--- config.mk ---
export PLATFORM = sky130hd
export DESIGN_NAME = los_monitor
export DESIGN_NICKNAME = d
export VERILOG_FILES = /design/src/rtl/los_pkg.sv /design/src/rtl/los_ds3_window.sv /design/src/rtl/los_run_track.sv /design/src/rtl/los_alarm_ctl.sv /design/src/rtl/los_monitor.sv
export SDC_FILE = /design/constraint.sdc
export NUM_CORES = 1
export LEC_CHECK = 0
export BUFFER_PORTS_ARGS = -buffer_cell sky130_fd_sc_hd__buf_4
export CELL_PAD_IN_SITES_DETAIL_PLACEMENT = 1
export CELL_PAD_IN_SITES_GLOBAL_PLACEMENT = 2
export CORE_UTILIZATION = 25
export CTS_CLUSTER_SIZE = 16
export DETAILED_ROUTE_END_ITERATION = 16
export PLACE_DENSITY_LB_ADDON = 0.1
export SYNTH_ARGS = -nofsm -noshare
export SYNTH_HDL_FRONTEND = slang
export SYNTH_SLANG_ARGS = --single-unit
--- constraint.sdc ---
create_clock -name clk -period 2.58 [get_ports clk]
set_input_delay 0.258 -clock clk [delete_from_list [all_inputs] [get_ports clk]]
set_output_delay 0.258 -clock clk [all_outputs]
set_load 0.01 [all_outputs]
--- src/rtl/los_pkg.sv ---
package los_pkg;

    localparam int DS3_WIN_BITS   = 180;
    localparam int DS3_CLR_MARKS  = 60;
    localparam int E3_RUN_BITS    = 32;
    localparam int E3_ZERO_LIMIT  = 4;

    typedef enum logic {
        LOS_MODE_DS3 = 1'b0,
        LOS_MODE_E3  = 1'b1
    } los_mode_e;

    typedef struct packed {
        logic declare;
        logic clear;
    } los_evt_t;

    function automatic int cnt_width(input int max_val);
        return $clog2(max_val + 1);
    endfunction

    function automatic int max_of(input int a, input int b);
        return (a > b) ? a : b;
    endfunction

endpackage

--- src/rtl/los_ds3_window.sv ---
module los_ds3_window #(
    parameter int WIN = 180,
    parameter int CW  = 8
) (
    input  logic          clk,
    input  logic          rst,
    input  logic          flush,
    input  logic          adv,
    input  logic          bit_i,
    output logic [CW-1:0] cnt_nxt
);
    logic [WIN-1:0] hist_q;
    logic [CW-1:0]  cnt_q;

    // Running mark count: add the arriving bit, drop the oldest one.
    always_comb begin
        cnt_nxt = cnt_q + CW'(bit_i) - CW'(hist_q[WIN-1]);
    end

    always_ff @(posedge clk) begin
        if (rst || flush) begin
            hist_q <= '0;
            cnt_q  <= '0;
        end else if (adv) begin
            hist_q <= {hist_q[WIN-2:0], bit_i};
            cnt_q  <= cnt_nxt;
        end
    end
endmodule

--- src/rtl/los_run_track.sv ---
module los_run_track #(
    parameter int ZSAT = 180,
    parameter int ZLIM = 4,
    parameter int RUN  = 32,
    parameter int ZW   = 8,
    parameter int RW   = 6
) (
    input  logic          clk,
    input  logic          rst,
    input  logic          flush,
    input  logic          adv,
    input  logic          bit_i,
    output logic [ZW-1:0] zrun_nxt,
    output logic [RW-1:0] crun_nxt
);
    logic [ZW-1:0] zrun_q;
    logic [RW-1:0] crun_q;

    always_comb begin
        if (bit_i)
            zrun_nxt = '0;
        else if (zrun_q == ZW'(ZSAT))
            zrun_nxt = zrun_q;
        else
            zrun_nxt = zrun_q + 1'b1;

        // A fourth zero in a row voids the clean run built so far.
        if (zrun_nxt >= ZW'(ZLIM))
            crun_nxt = '0;
        else if (crun_q == RW'(RUN))
            crun_nxt = crun_q;
        else
            crun_nxt = crun_q + 1'b1;
    end

    always_ff @(posedge clk) begin
        if (rst || flush) begin
            zrun_q <= '0;
            crun_q <= '0;
        end else if (adv) begin
            zrun_q <= zrun_nxt;
            crun_q <= crun_nxt;
        end
    end
endmodule

--- src/rtl/los_alarm_ctl.sv ---
module los_alarm_ctl
    import los_pkg::*;
#(
    parameter int DS3_WIN   = 180,
    parameter int DS3_MARKS = 60,
    parameter int E3_RUN    = 32,
    parameter int CW        = 8,
    parameter int ZW        = 8,
    parameter int RW        = 6
) (
    input  logic          clk,
    input  logic          rst,
    input  logic          flush,
    input  logic          adv,
    input  los_mode_e     mode,
    input  logic [ZW-1:0] zrun_nxt,
    input  logic [RW-1:0] crun_nxt,
    input  logic [CW-1:0] cnt_nxt,
    output logic          alarm,
    output logic          declared,
    output logic          cleared
);
    los_evt_t evt;
    logic     raise_hit;
    logic     drop_hit;

    always_comb begin
        if (mode == LOS_MODE_E3) begin
            raise_hit = (zrun_nxt >= ZW'(E3_RUN));
            drop_hit  = (crun_nxt >= RW'(E3_RUN));
        end else begin
            raise_hit = (zrun_nxt >= ZW'(DS3_WIN));
            drop_hit  = (cnt_nxt  >= CW'(DS3_MARKS));
        end
        evt.declare = adv && !flush && !alarm && raise_hit;
        evt.clear   = adv && !flush &&  alarm && drop_hit;
    end

    always_ff @(posedge clk) begin
        if (rst || flush) begin
            alarm    <= 1'b0;
            declared <= 1'b0;
            cleared  <= 1'b0;
        end else begin
            declared <= evt.declare;
            cleared  <= evt.clear;
            if (evt.declare)
                alarm <= 1'b1;
            else if (evt.clear)
                alarm <= 1'b0;
        end
    end
endmodule

--- src/rtl/los_monitor.sv ---
module los_monitor
    import los_pkg::*;
#(
    parameter int DS3_WIN   = los_pkg::DS3_WIN_BITS,
    parameter int DS3_MARKS = los_pkg::DS3_CLR_MARKS,
    parameter int E3_RUN    = los_pkg::E3_RUN_BITS,
    parameter int E3_ZLIM   = los_pkg::E3_ZERO_LIMIT
) (
    input  logic clk,
    input  logic rst,
    input  logic bit_en,
    input  logic rx_bit,
    input  logic mode_e3,
    output logic los_alarm,
    output logic los_declared,
    output logic los_cleared
);
    localparam int ZSAT = max_of(DS3_WIN, E3_RUN);
    localparam int CW   = cnt_width(DS3_WIN);
    localparam int ZW   = cnt_width(ZSAT);
    localparam int RW   = cnt_width(E3_RUN);

    los_mode_e     mode_cur;
    los_mode_e     mode_q;
    logic          flush;
    logic [CW-1:0] cnt_nxt;
    logic [ZW-1:0] zrun_nxt;
    logic [RW-1:0] crun_nxt;

    assign mode_cur = los_mode_e'(mode_e3);
    assign flush    = (mode_cur != mode_q);

    always_ff @(posedge clk) begin
        mode_q <= mode_cur;
    end

    los_ds3_window #(.WIN(DS3_WIN), .CW(CW)) u_window (
        .clk     (clk),
        .rst     (rst),
        .flush   (flush),
        .adv     (bit_en),
        .bit_i   (rx_bit),
        .cnt_nxt (cnt_nxt)
    );

    los_run_track #(
        .ZSAT (ZSAT),
        .ZLIM (E3_ZLIM),
        .RUN  (E3_RUN),
        .ZW   (ZW),
        .RW   (RW)
    ) u_runs (
        .clk      (clk),
        .rst      (rst),
        .flush    (flush),
        .adv      (bit_en),
        .bit_i    (rx_bit),
        .zrun_nxt (zrun_nxt),
        .crun_nxt (crun_nxt)
    );

    los_alarm_ctl #(
        .DS3_WIN   (DS3_WIN),
        .DS3_MARKS (DS3_MARKS),
        .E3_RUN    (E3_RUN),
        .CW        (CW),
        .ZW        (ZW),
        .RW        (RW)
    ) u_alarm (
        .clk      (clk),
        .rst      (rst),
        .flush    (flush),
        .adv      (bit_en),
        .mode     (mode_cur),
        .zrun_nxt (zrun_nxt),
        .crun_nxt (crun_nxt),
        .cnt_nxt  (cnt_nxt),
        .alarm    (los_alarm),
        .declared (los_declared),
        .cleared  (los_cleared)
    );
endmodule

==> results of run 1 <==
==> placed cells by master, fill, tap and decap left out, drive strengths merged, types with 8 or more instances in the layout <==
master / Yosys / layout
nand2b: 9 / 9
dfxtp: 206 / 206
mux2i: 185 / 185
inv: 15 / 15
a21oi: 19 / 19
xnor2: 9 / 9
nor2: 202 / 202
clkbuf: 41 / 42
nand2: 13 / 13
buf: 12 / 17
o21ai: 8 / 8
ha: 12 / 12
nand3: 8 / 8
==> stage by stage <==
stage | worst slack [ps] | std cells | power, mW | instance area [sq um]
floorplan | 95.6 | 803 | 3.50 | 8070
global placement | -41.9 | 1167 | 3.57 | 8520
detailed placement | -91.5 | 1167 | 3.57 | 8520
CTS | 4.53 | 1218 | 7.30 | 9450
global route | -30.1 | 1218 | 7.47 | 9470
finish | 117 | 1218 | 7.11 | 9470
==> kinds of logic (layout without fill, tap and decap cells) <==
| logic type | after synthesis | after routing | share of synthesized area (%) |
|---|---|---|---|
| xor+xnor | 13 | 13 | 1.41 |
| simple gates | 258 | 258 | 13.6 |
| flops | 206 | 206 | 51.1 |
| compound gates | 58 | 58 | 5.18 |
| mux | 187 | 187 | 23.2 |
| buf+inv | 68 | 81 | 3.43 |
| fa+ha+maj | 13 | 13 | 2.11 |
==> registers in the layout, summed over array words and instances, names as in the netlist <==
name	flops
u_alarm.declared	1
u_window.hist_q	180
u_runs.crun_q	6
u_alarm.alarm	1
mode_q	1
u_alarm.cleared	1
u_runs.zrun_q	8
u_window.cnt_q	8
==> power breakdown <==
part	switching, mW	internal (mW)
registers	0.00574	3.19
clock network	1.34	2.26
logic	0.191	0.116
total	1.54	5.57
==> critical path: cells and delay by family (launching register included) <==
family	cells	cell delay (ps)
AND/OR/NAND/NOR	1	90
buffers and inverters	2	80
flip-flops	1	330
XOR/XNOR	1	210
AO/OA/AOI/OAI	4	900
adder cells (fa/ha/maj)	3	760
==> area by class of cell <==
| type | count | area (sq um) |
|---|---|---|
| Multi-Input combinational cell | 529 | 3720 |
| Timing Repair Buffer | 18 | 183 |
| Fill cell | 3522 | 22200 |
| Sequential cell | 206 | 4130 |
| Clock buffer | 42 | 822 |
| Inverter | 15 | 56.3 |
| Clock inverter | 6 | 60.1 |
| Tap cell | 402 | 503 |
==> metal layers <==
metal  wire (um)  up-vias  track usage (%)
met2        7210       39             16.9
li1            -     2706                -
met1        6860     2563             10.9
met5           0        -                0
met3         443       33             1.99
met4         486        0             3.56
==> worst max-delay path by stage <==
stage	from	endpoint	slack, ps	cells past startpoint
finish	u_window.cnt_q[0]	u_alarm.alarm	120	11
global route	u_window.cnt_q[0]	u_alarm.alarm	-30	11
CTS	u_window.cnt_q[0]	u_alarm.alarm	5	11
detailed placement	u_window.cnt_q[0]	u_alarm.alarm	-90	11
global placement	u_window.cnt_q[0]	u_alarm.alarm	-40	11
floorplan	u_window.cnt_q[0]	u_alarm.alarm	100	11
==> timing repair <==
item,4_1_cts,5_1_grt
buffers inserted,2,0
pin swaps,5,8
resized for setup,5,5
hold buffers,1,0
setup endpoints to repair,1,2
endpoints found under the hold margin,1,0
==> metrics.cfg, run 1 <==
[sta]
tns_ps = 0
hold_viol_final = 0
rsz0062_at_grt = yes
fin_worst_skew_ps = 13.0
finalSetupViolCount = 0
worst_pin_slew_ps = 638
fmax_mhz = 406
hold-worst-slack_ps = 115
fin_crit_sh_pct = 95.5
report.final.slew_viol_count = 0
min_period_ps = 2460
relSlewSlack_pct = 57.1

[yosys]
syn_inst = 803
ys_seq_area_share_pct = 51.1
yosysTopAreaCellShare_pct = 51.1
yosys_register_bits = 206
synth_area_leader_cell = dfxtp_1
async_flop_share_pct = 0
synth.distinct_cells = 51
synth.most_common_cell = dfxtp_1
synth_edf_count = 0
synth_fp_nets = 821
ys.flop_type = dfxtp_1
synth_area_leaders = dfxtp_1 51%, mux2i_1 23%, nor2_1 9.4%
synth_area_sq_mm = 0.00807
yosys_warnings = 0
syn_area_per_cell_sq_um = 10.1
netlist_top_cells_count = 206 x dfxtp_1, 202 x nor2_1, 185 x mux2i_1, 41 x clkbuf_1, 18 x a21oi_1

[global_route]
grt_pass1_wl_um = 26400
grtUsageTotal_pct = 9.41
grt_max_degree = 125
grt_overflow = 0
grt_pass1_vias = 5604
antenna_found_initial = 0

[placement]
place.gp.congestion = 0.701
post-dp-hpwl_um = 8830
portBuffers = 7

[detailed_routing]
initialDrtViolationCount = 225
vias = 5341
first_pass_iters = 4
final_antenna_net_count = 0
viasPerCell = 4.39
drt_drc_violations_left = 0
routed_wl_um = 15000
wl_per_cell_um = 12.3

[floorplanning]
dieArea_sq_mm = 0.0330
ioPinCount = 8
coreArea_sq_mm = 0.0316
die-height_um = 182
floorplan.initialDensity_pct = 25.5
row_count = 65
die_w_um = 182

[worst_setup_path]
critPathMaxStageDelay_ps = 360
reg2reg_depth = 11
r2r-end = u_alarm.alarm
start_kind = flip-flop
cp-end-kind = flip-flop
reg2reg_from = u_window.cnt_q[0]
arrival_ps = 2880
required_ps = 2990
path_class = reg -> reg
path_max_fanout = 2
r2r_setup_slack_ps = 120
slowest_stage = fa_2
crit_chain = inv_2, ha_4, inv_2, ha_4, fa_2, a211oi_2, nor2_1, xor2_1, a41oi_2, a32o_2, a31o_1

[hold_path]
min_path_type = in -> reg
min_to = u_alarm.alarm
hold_path_depth = 3
holdCritStartpoint = rst

[run_status]
outcome = completed

[cts]
cts.path.max_buffers = 3
clk_pin_slew_ps = 60
clk_latency_ps = 520
cts_max_level = 1
cts_sinks = 206
root_buffer = clkbuf_16
cts_buffers = 26
cts_tree = yes

[final_layout]
final_core_util_pct = 29.9
drive_gt1_share_pct = 9.93
area_growth_pct = 17.3
n_antenna_cell = 0
fin_nets = 814

[power]
leakage_nw = 3.74
power_density_mw_per_mm2 = 751
ir_drop_v = 0.000486

[flow_run]
cap_violations = 0

Power figures use the tool's default switching activity.
==> run 2, diff against run 1 <==
--- a/config.mk
+++ b/config.mk
@@ -12,6 +12,7 @@
 export CTS_CLUSTER_SIZE = 16
 export DETAILED_ROUTE_END_ITERATION = 16
 export PLACE_DENSITY_LB_ADDON = 0.1
+export RECOVER_POWER = 25
 export SYNTH_ARGS = -nofsm -noshare
 export SYNTH_HDL_FRONTEND = slang
 export SYNTH_SLANG_ARGS = --single-unit
==> run 2 against run 1 <==
Critical path depth is the same. Die area is the same. Register-to-register slack is essentially flat. Sequential power is essentially flat. Sequential cell count is the same. Clock power is essentially flat. Final cell count is the same. First-iteration DRC count grew 0.44%.
==> metrics.cfg, run 2 (synthesis results as in run 1) <==
[final_layout]
area_growth_pct = 17.0  ; was 17.3%
largest_register_ffs = 180  ; unchanged
reg_top3 = u_window.hist_q: 180 flops, u_runs.zrun_q: 8 flops, u_window.cnt_q: 8 flops  ; unchanged
n_fill_cell = 3521  ; was 3522
fin_nets = 814  ; unchanged
regMostFlops = u_window.hist_q  ; unchanged
n_antenna_cell = 0  ; unchanged
drive_gt1_share_pct = 9.31  ; was 9.93%
stdcell_area_sq_mm = 0.00944  ; was 0.00947 sq mm
most-common-layout-cells = 205 x dfxtp_1, 202 x nor2_1, 185 x mux2i_1  ; unchanged
final_common_cell = dfxtp_1  ; unchanged

[run_status]
outcome = completed  ; unchanged

[power]
leakage_nw = 3.72  ; was 3.74 nW
power_density_mw_per_mm2 = 753  ; was 751 mW/mm^2
ir_drop_v = 0.000486  ; about the same
power_mw = 7.11  ; about the same

[worst_setup_path]
path_class = reg -> reg  ; unchanged
path_buf_inv = 2  ; unchanged
slowest_stage = fa_2  ; unchanged
cp-end-kind = flip-flop  ; unchanged
startpoint = u_window.cnt_q[0]  ; unchanged
required_ps = 2990  ; about the same
cp_top_family = compound AO/OA/AOI/OAI gates  ; unchanged
start_kind = flip-flop  ; unchanged
r2r_setup_slack_ps = 120  ; about the same
crit_chain = inv_2, ha_4, inv_2, ha_4, fa_2, a211oi_2, nor2_1, xor2_1, a41oi_2, a32o_2, a31o_1  ; unchanged
path_max_fanout = 2  ; unchanged
critPathMaxStageDelay_ps = 360  ; about the same
reg2reg_from = u_window.cnt_q[0]  ; unchanged
arrival_ps = 2880  ; about the same

[sta]
fin_worst_skew_ps = 12.9  ; was 13.0 ps
hold_viol_final = 0  ; unchanged
rsz0062_at_grt = yes  ; unchanged
hold-worst-slack_ps = 109  ; was 115 ps
min_period_ps = 2460  ; about the same
report.final.slew_viol_count = 0  ; unchanged
layout_setup_ws_ps = 117  ; about the same
worst_pin_slew_ps = 775  ; was 638 ps
fmax_mhz = 406  ; unchanged
finalSetupViolCount = 0  ; unchanged
tns_ps = 0  ; unchanged
fin_crit_sh_pct = 95.5  ; about the same
relSlewSlack_pct = 48.3  ; was 57.1%

[global_route]
grt_max_degree = 125  ; unchanged
grt_pass1_vias = 5604  ; unchanged
grt_overflow = 0  ; unchanged
grt_pass1_wl_um = 26400  ; unchanged
antenna_found_initial = 0  ; unchanged
grtUsageTotal_pct = 9.41  ; unchanged

[floorplanning]
coreArea_sq_mm = 0.0316  ; unchanged
die-height_um = 182  ; unchanged
die_w_um = 182  ; unchanged
floorplan.initialDensity_pct = 25.5  ; unchanged
ioPinCount = 8  ; unchanged
dieArea_sq_mm = 0.0330  ; unchanged
row_count = 65  ; unchanged

[cts]
clk_latency_ps = 520  ; about the same
cts_tree = yes  ; unchanged
cts_max_level = 1  ; unchanged
cts.path.max_buffers = 3  ; unchanged
root_buffer = clkbuf_16  ; unchanged
clk_pin_slew_ps = 60  ; about the same
cts_sinks = 206  ; unchanged
cts_buffers = 26  ; unchanged

[placement]
post-dp-hpwl_um = 8830  ; unchanged
portBuffers = 7  ; unchanged
place.gp.congestion = 0.701  ; unchanged
dp_slack_ps = -91.5  ; unchanged
dpl-instance-area_sq_mm = 0.00852  ; unchanged

[detailed_routing]
drt_drc_violations_left = 0  ; unchanged
vias = 5347  ; was 5341
initialDrtViolationCount = 226  ; was 225
first_pass_iters = 4  ; unchanged
viasPerCell = 4.39  ; about the same
routed_wl_um = 15000  ; about the same
final_antenna_net_count = 0  ; unchanged
wl_per_cell_um = 12.3  ; about the same

[hold_path]
min_path_type = in -> reg  ; unchanged
holdCritStartpoint = rst  ; unchanged

[flow_run]
cap_violations = 0  ; unchanged

-- run 2: cell types whose count changed in the layout (fill, tap and decap cells not counted) --
cell / delta
buf_4: -4
a21o_4: -1
clkbuf_1: +4
and3_4: -1
and3_1: +1
a21o_2: +1
-- run 2: routing by layer --
metal  up-vias  track usage [%]  part of all wire (%)
met2        39             16.9                    48
li1       2708                -                     -
met5         -                0                     0
met4         0             3.56                   3.2
met3        33             1.99                   3.0
met1      2567             10.9                    46
-- run 2: worst reg2reg max path, stage by stage, from the launching register on --
cell and delay (ps):
dfxtp_2 330, inv_2 40, ha_4 250, inv_2 40, ha_4 150, fa_2 360
a211oi_2 230, nor2_1 90, xor2_1 210, a41oi_2 170, a32o_2 310, a31o_1 200
-- run 2: power by group --
part,internal (mW),total (mW),switching [mW]
sequential,3.19,3.20,0.00574
combinational,0.115,0.305,0.191
clock,2.26,3.61,1.34
-- run 2: path summary, 6_finish.rpt --
path / endpoint / cells past startpoint
hold / removal: u_alarm.alarm / 3
setup / recovery: u_alarm.alarm / 11
hold reg to reg: u_window.hist_q[110] / 2
setup reg to reg: u_alarm.alarm / 11
-- run 2: cell type report --
class	count	area, sq um	share of cell area, %
inverter	15	56.3	0.596
timing repair buffer	18	168	1.78
clock buffer	42	822	8.70
multi-input combinational	529	3710	39.3
sequential	206	4130	43.7
tap	402	503	5.33
clock inverter	6	60.1	0.636
-- run 2: stage by stage --
step	cells	utilization [%]
global route	1218	29.9
CTS	1218	29.9
floorplan	803	-
detailed placement	1167	26.9
global placement	1167	26.9
finish	1218	29.9
-- run 2: repair_timing --
| item | in CTS | in global routing |
|---|---|---|
| buffers inserted | 2 | 0 |
| hold endpoints to repair | 1 | 0 |
| pin swaps | 5 | 8 |
| gates resized for setup | 5 | 5 |
| endpoints found under the setup margin | 1 | 2 |
| hold buffers | 1 | 0 |
==> run 3, diff against run 2 <==
--- a/config.mk
+++ b/config.mk
@@ -6,8 +6,8 @@
 export NUM_CORES = 1
 export LEC_CHECK = 0
 export BUFFER_PORTS_ARGS = -buffer_cell sky130_fd_sc_hd__buf_4
-export CELL_PAD_IN_SITES_DETAIL_PLACEMENT = 1
-export CELL_PAD_IN_SITES_GLOBAL_PLACEMENT = 2
+export CELL_PAD_IN_SITES_DETAIL_PLACEMENT = 0
+export CELL_PAD_IN_SITES_GLOBAL_PLACEMENT = 1
 export CORE_UTILIZATION = 25
 export CTS_CLUSTER_SIZE = 16
 export DETAILED_ROUTE_END_ITERATION = 16
==> run 3 against run 2 <==
Largest cell class unchanged. Non-clock buffer count grew 2. Register-to-register slack lost 50 ps. Utilization is essentially flat. Sequential share of layout area is essentially flat. Die area is the same. Via count shrank 3.9%. Clock power is essentially flat. Sequential power is essentially flat. Critical path depth is the same. Clock skew shrank 5.9 ps. Sequential cell count is the same. Global-route usage shrank 0.98 points.
==> metrics.cfg, run 3 (synthesis results as in run 1) <==
[worst_setup_path]
crit_chain = inv_2, ha_4, inv_2, ha_4, fa_2, a211oi_2, nor2_1, xor2_1, a41oi_2, a32o_2, a31o_1  ; unchanged
cp-end-kind = flip-flop  ; unchanged
start_kind = flip-flop  ; unchanged
cp_top_family = compound AO/OA/AOI/OAI gates  ; unchanged
path_class = reg -> reg  ; unchanged
cp.depth = 11  ; unchanged
required_ps = 2990  ; about the same
slowest_stage = fa_2  ; unchanged
reg2reg_depth = 11  ; unchanged
critPathMaxStageDelay_ps = 380  ; was 360 ps
path_buf_inv = 2  ; unchanged
path_max_fanout = 2  ; unchanged
arrival_ps = 2920  ; was 2880 ps

[detailed_routing]
drt_drc_violations_left = 0  ; unchanged
initialDrtViolationCount = 198  ; was 226
first_pass_iters = 4  ; unchanged
vias = 5140  ; was 5347
viasPerCell = 4.22  ; was 4.39
final_antenna_net_count = 0  ; unchanged
wl_per_cell_um = 11.1  ; was 12.3 um
routed_wl_um = 13500  ; was 15000 um

[hold_path]
hold_path_depth = 3  ; unchanged
min_path_type = in -> reg  ; unchanged

[global_route]
grt_max_degree = 127  ; was 125
grt_pass1_vias = 5021  ; was 5604
grtUsageTotal_pct = 8.43  ; was 9.41%
grt_overflow = 0  ; unchanged
antenna_found_initial = 0  ; unchanged
grt_pass1_wl_um = 23700  ; was 26400 um

[cts]
cts_buffers = 26  ; unchanged
cts_sinks = 206  ; unchanged
root_buffer = clkbuf_16  ; unchanged
cts_max_level = 1  ; unchanged
cts.path.max_buffers = 3  ; unchanged
cts_tree = yes  ; unchanged
clk_latency_ps = 510  ; was 520 ps
clk_pin_slew_ps = 60  ; about the same

[flow_run]
cap_violations = 0  ; unchanged

[final_layout]
drive_gt1_share_pct = 9.56  ; was 9.31%
n_antenna_cell = 0  ; unchanged
final_cells = 1218  ; unchanged
stdcell_area_sq_mm = 0.00945  ; was 0.00944 sq mm
n_fill_cell = 3238  ; was 3521
most-common-layout-cells = 205 x dfxtp_1, 202 x nor2_1, 185 x mux2i_1  ; unchanged
reg_top3 = u_window.hist_q: 180 flops, u_runs.zrun_q: 8 flops, u_window.cnt_q: 8 flops  ; unchanged
area_growth_pct = 17.0  ; about the same
final_common_cell = dfxtp_1  ; unchanged
fin_nets = 816  ; was 814
largest_register_ffs = 180  ; unchanged
regMostFlops = u_window.hist_q  ; unchanged

[placement]
place_inst = 1168  ; was 1167
dpl-instance-area_sq_mm = 0.00853  ; was 0.00852 sq mm
place.gp.congestion = 0.695  ; was 0.701
portBuffers = 7  ; unchanged
post-dp-hpwl_um = 7590  ; was 8830 um

[power]
leakage_nw = 3.74  ; was 3.72 nW
power_density_mw_per_mm2 = 750  ; was 753 mW/mm^2
ir_drop_v = 0.000423  ; was 0.000486 V

[sta]
hold_viol_final = 0  ; unchanged
fmax_mhz = 398  ; was 406 MHz
relSlewSlack_pct = 43.3  ; was 48.3%
min_period_ps = 2510  ; was 2460 ps
report.final.slew_viol_count = 0  ; unchanged
fin_worst_skew_ps = 7.01  ; was 12.9 ps
tns_ps = 0  ; unchanged
hold-worst-slack_ps = 122  ; was 109 ps
worst_pin_slew_ps = 851  ; was 775 ps
fin_crit_sh_pct = 97.4  ; was 95.5%
rsz0062_at_grt = yes  ; unchanged
finalSetupViolCount = 0  ; unchanged

[floorplanning]
die-height_um = 182  ; unchanged
dieArea_sq_mm = 0.0330  ; unchanged
ioPinCount = 8  ; unchanged
floorplan.initialDensity_pct = 25.5  ; unchanged
coreArea_sq_mm = 0.0316  ; unchanged
row_count = 65  ; unchanged
die_w_um = 182  ; unchanged

[run_status]
outcome = completed  ; unchanged

## run 3: changes by cell type in the layout (fill, tap and decap cells not counted)
cell	before	now
buf_4	9	10
and3b_1	0	1
bufinv_16	1	2
clkinvlp_4	2	0
clkbuf_1	10	7
clkbuf_8	9	6
clkinv_2	3	8
clkbuf_2	0	1
a21o_2	1	0
a21o_4	0	1
and3b_4	1	0
## run 3: worst paths after layout
| check | endpoint | startpoint | slack, ps |
|---|---|---|---|
| max | u_alarm.alarm | u_window.cnt_q[0] | 70 |
| min | u_alarm.alarm | rst | 120 |
| max reg2reg | u_alarm.alarm | u_window.cnt_q[0] | 70 |
| min reg2reg | u_window.cnt_q[7] | u_window.cnt_q[7] | 480 |
## run 3: cell type report
type / count / area [sq um] / share of cell area [%]
multi-input combinational: 529 / 3710 / 39.3
clock inverter: 10 / 100 / 1.06
clock buffer: 36 / 769 / 8.15
timing repair buffer: 20 / 180 / 1.91
inverter: 15 / 56.3 / 0.596
sequential: 206 / 4130 / 43.7
tap: 402 / 503 / 5.32
## run 3: power breakdown
| group | total [mW] | switching, mW | internal [mW] | leakage, nW |
|---|---|---|---|---|
| clock network | 3.58 | 1.32 | 2.26 | 0.439 |
| logic | 0.308 | 0.190 | 0.119 | 1.64 |
| registers | 3.19 | 0.00544 | 3.19 | 1.66 |
## run 3: per-layer routing
layer	track usage, %	share of wire, %	up-vias
met5	0	0	-
met4	2.92	2.1	0
met1	10.6	50	2358
met2	14.0	45	43
met3	2.05	3.4	23
li1	-	-	2716
## run 3: through the flow
step	setup WS, ps	total power [mW]	util (%)
final	66.0	7.08	29.9
after global routing	-14.1	7.42	29.9
after CTS	10.4	7.26	29.8
after detailed placement	-78.0	3.57	27.0
after global placement	-25.2	3.57	27.0
after floorplan	95.6	3.50	-
## run 3: what timing repair did
| action | CTS | global route |
|---|---|---|
| hold buffers | 1 | 0 |
| pin swaps | 0 | 8 |
| endpoints found under the setup margin | 1 | 1 |
| resized for setup | 1 | 9 |
| setup buffers | 1 | 2 |
| endpoints found under the hold margin | 1 | 0 |
## run 3: worst reg2reg max path: cells and delay by family (launching register included)
kind | cells | cell delay (ps)
XOR/XNOR | 1 | 220
flip-flops | 1 | 330
AND/OR/NAND/NOR | 1 | 80
AO/OA/AOI/OAI | 4 | 910
buffers and inverters | 2 | 80
adder cells (fa/ha/maj) | 3 | 790
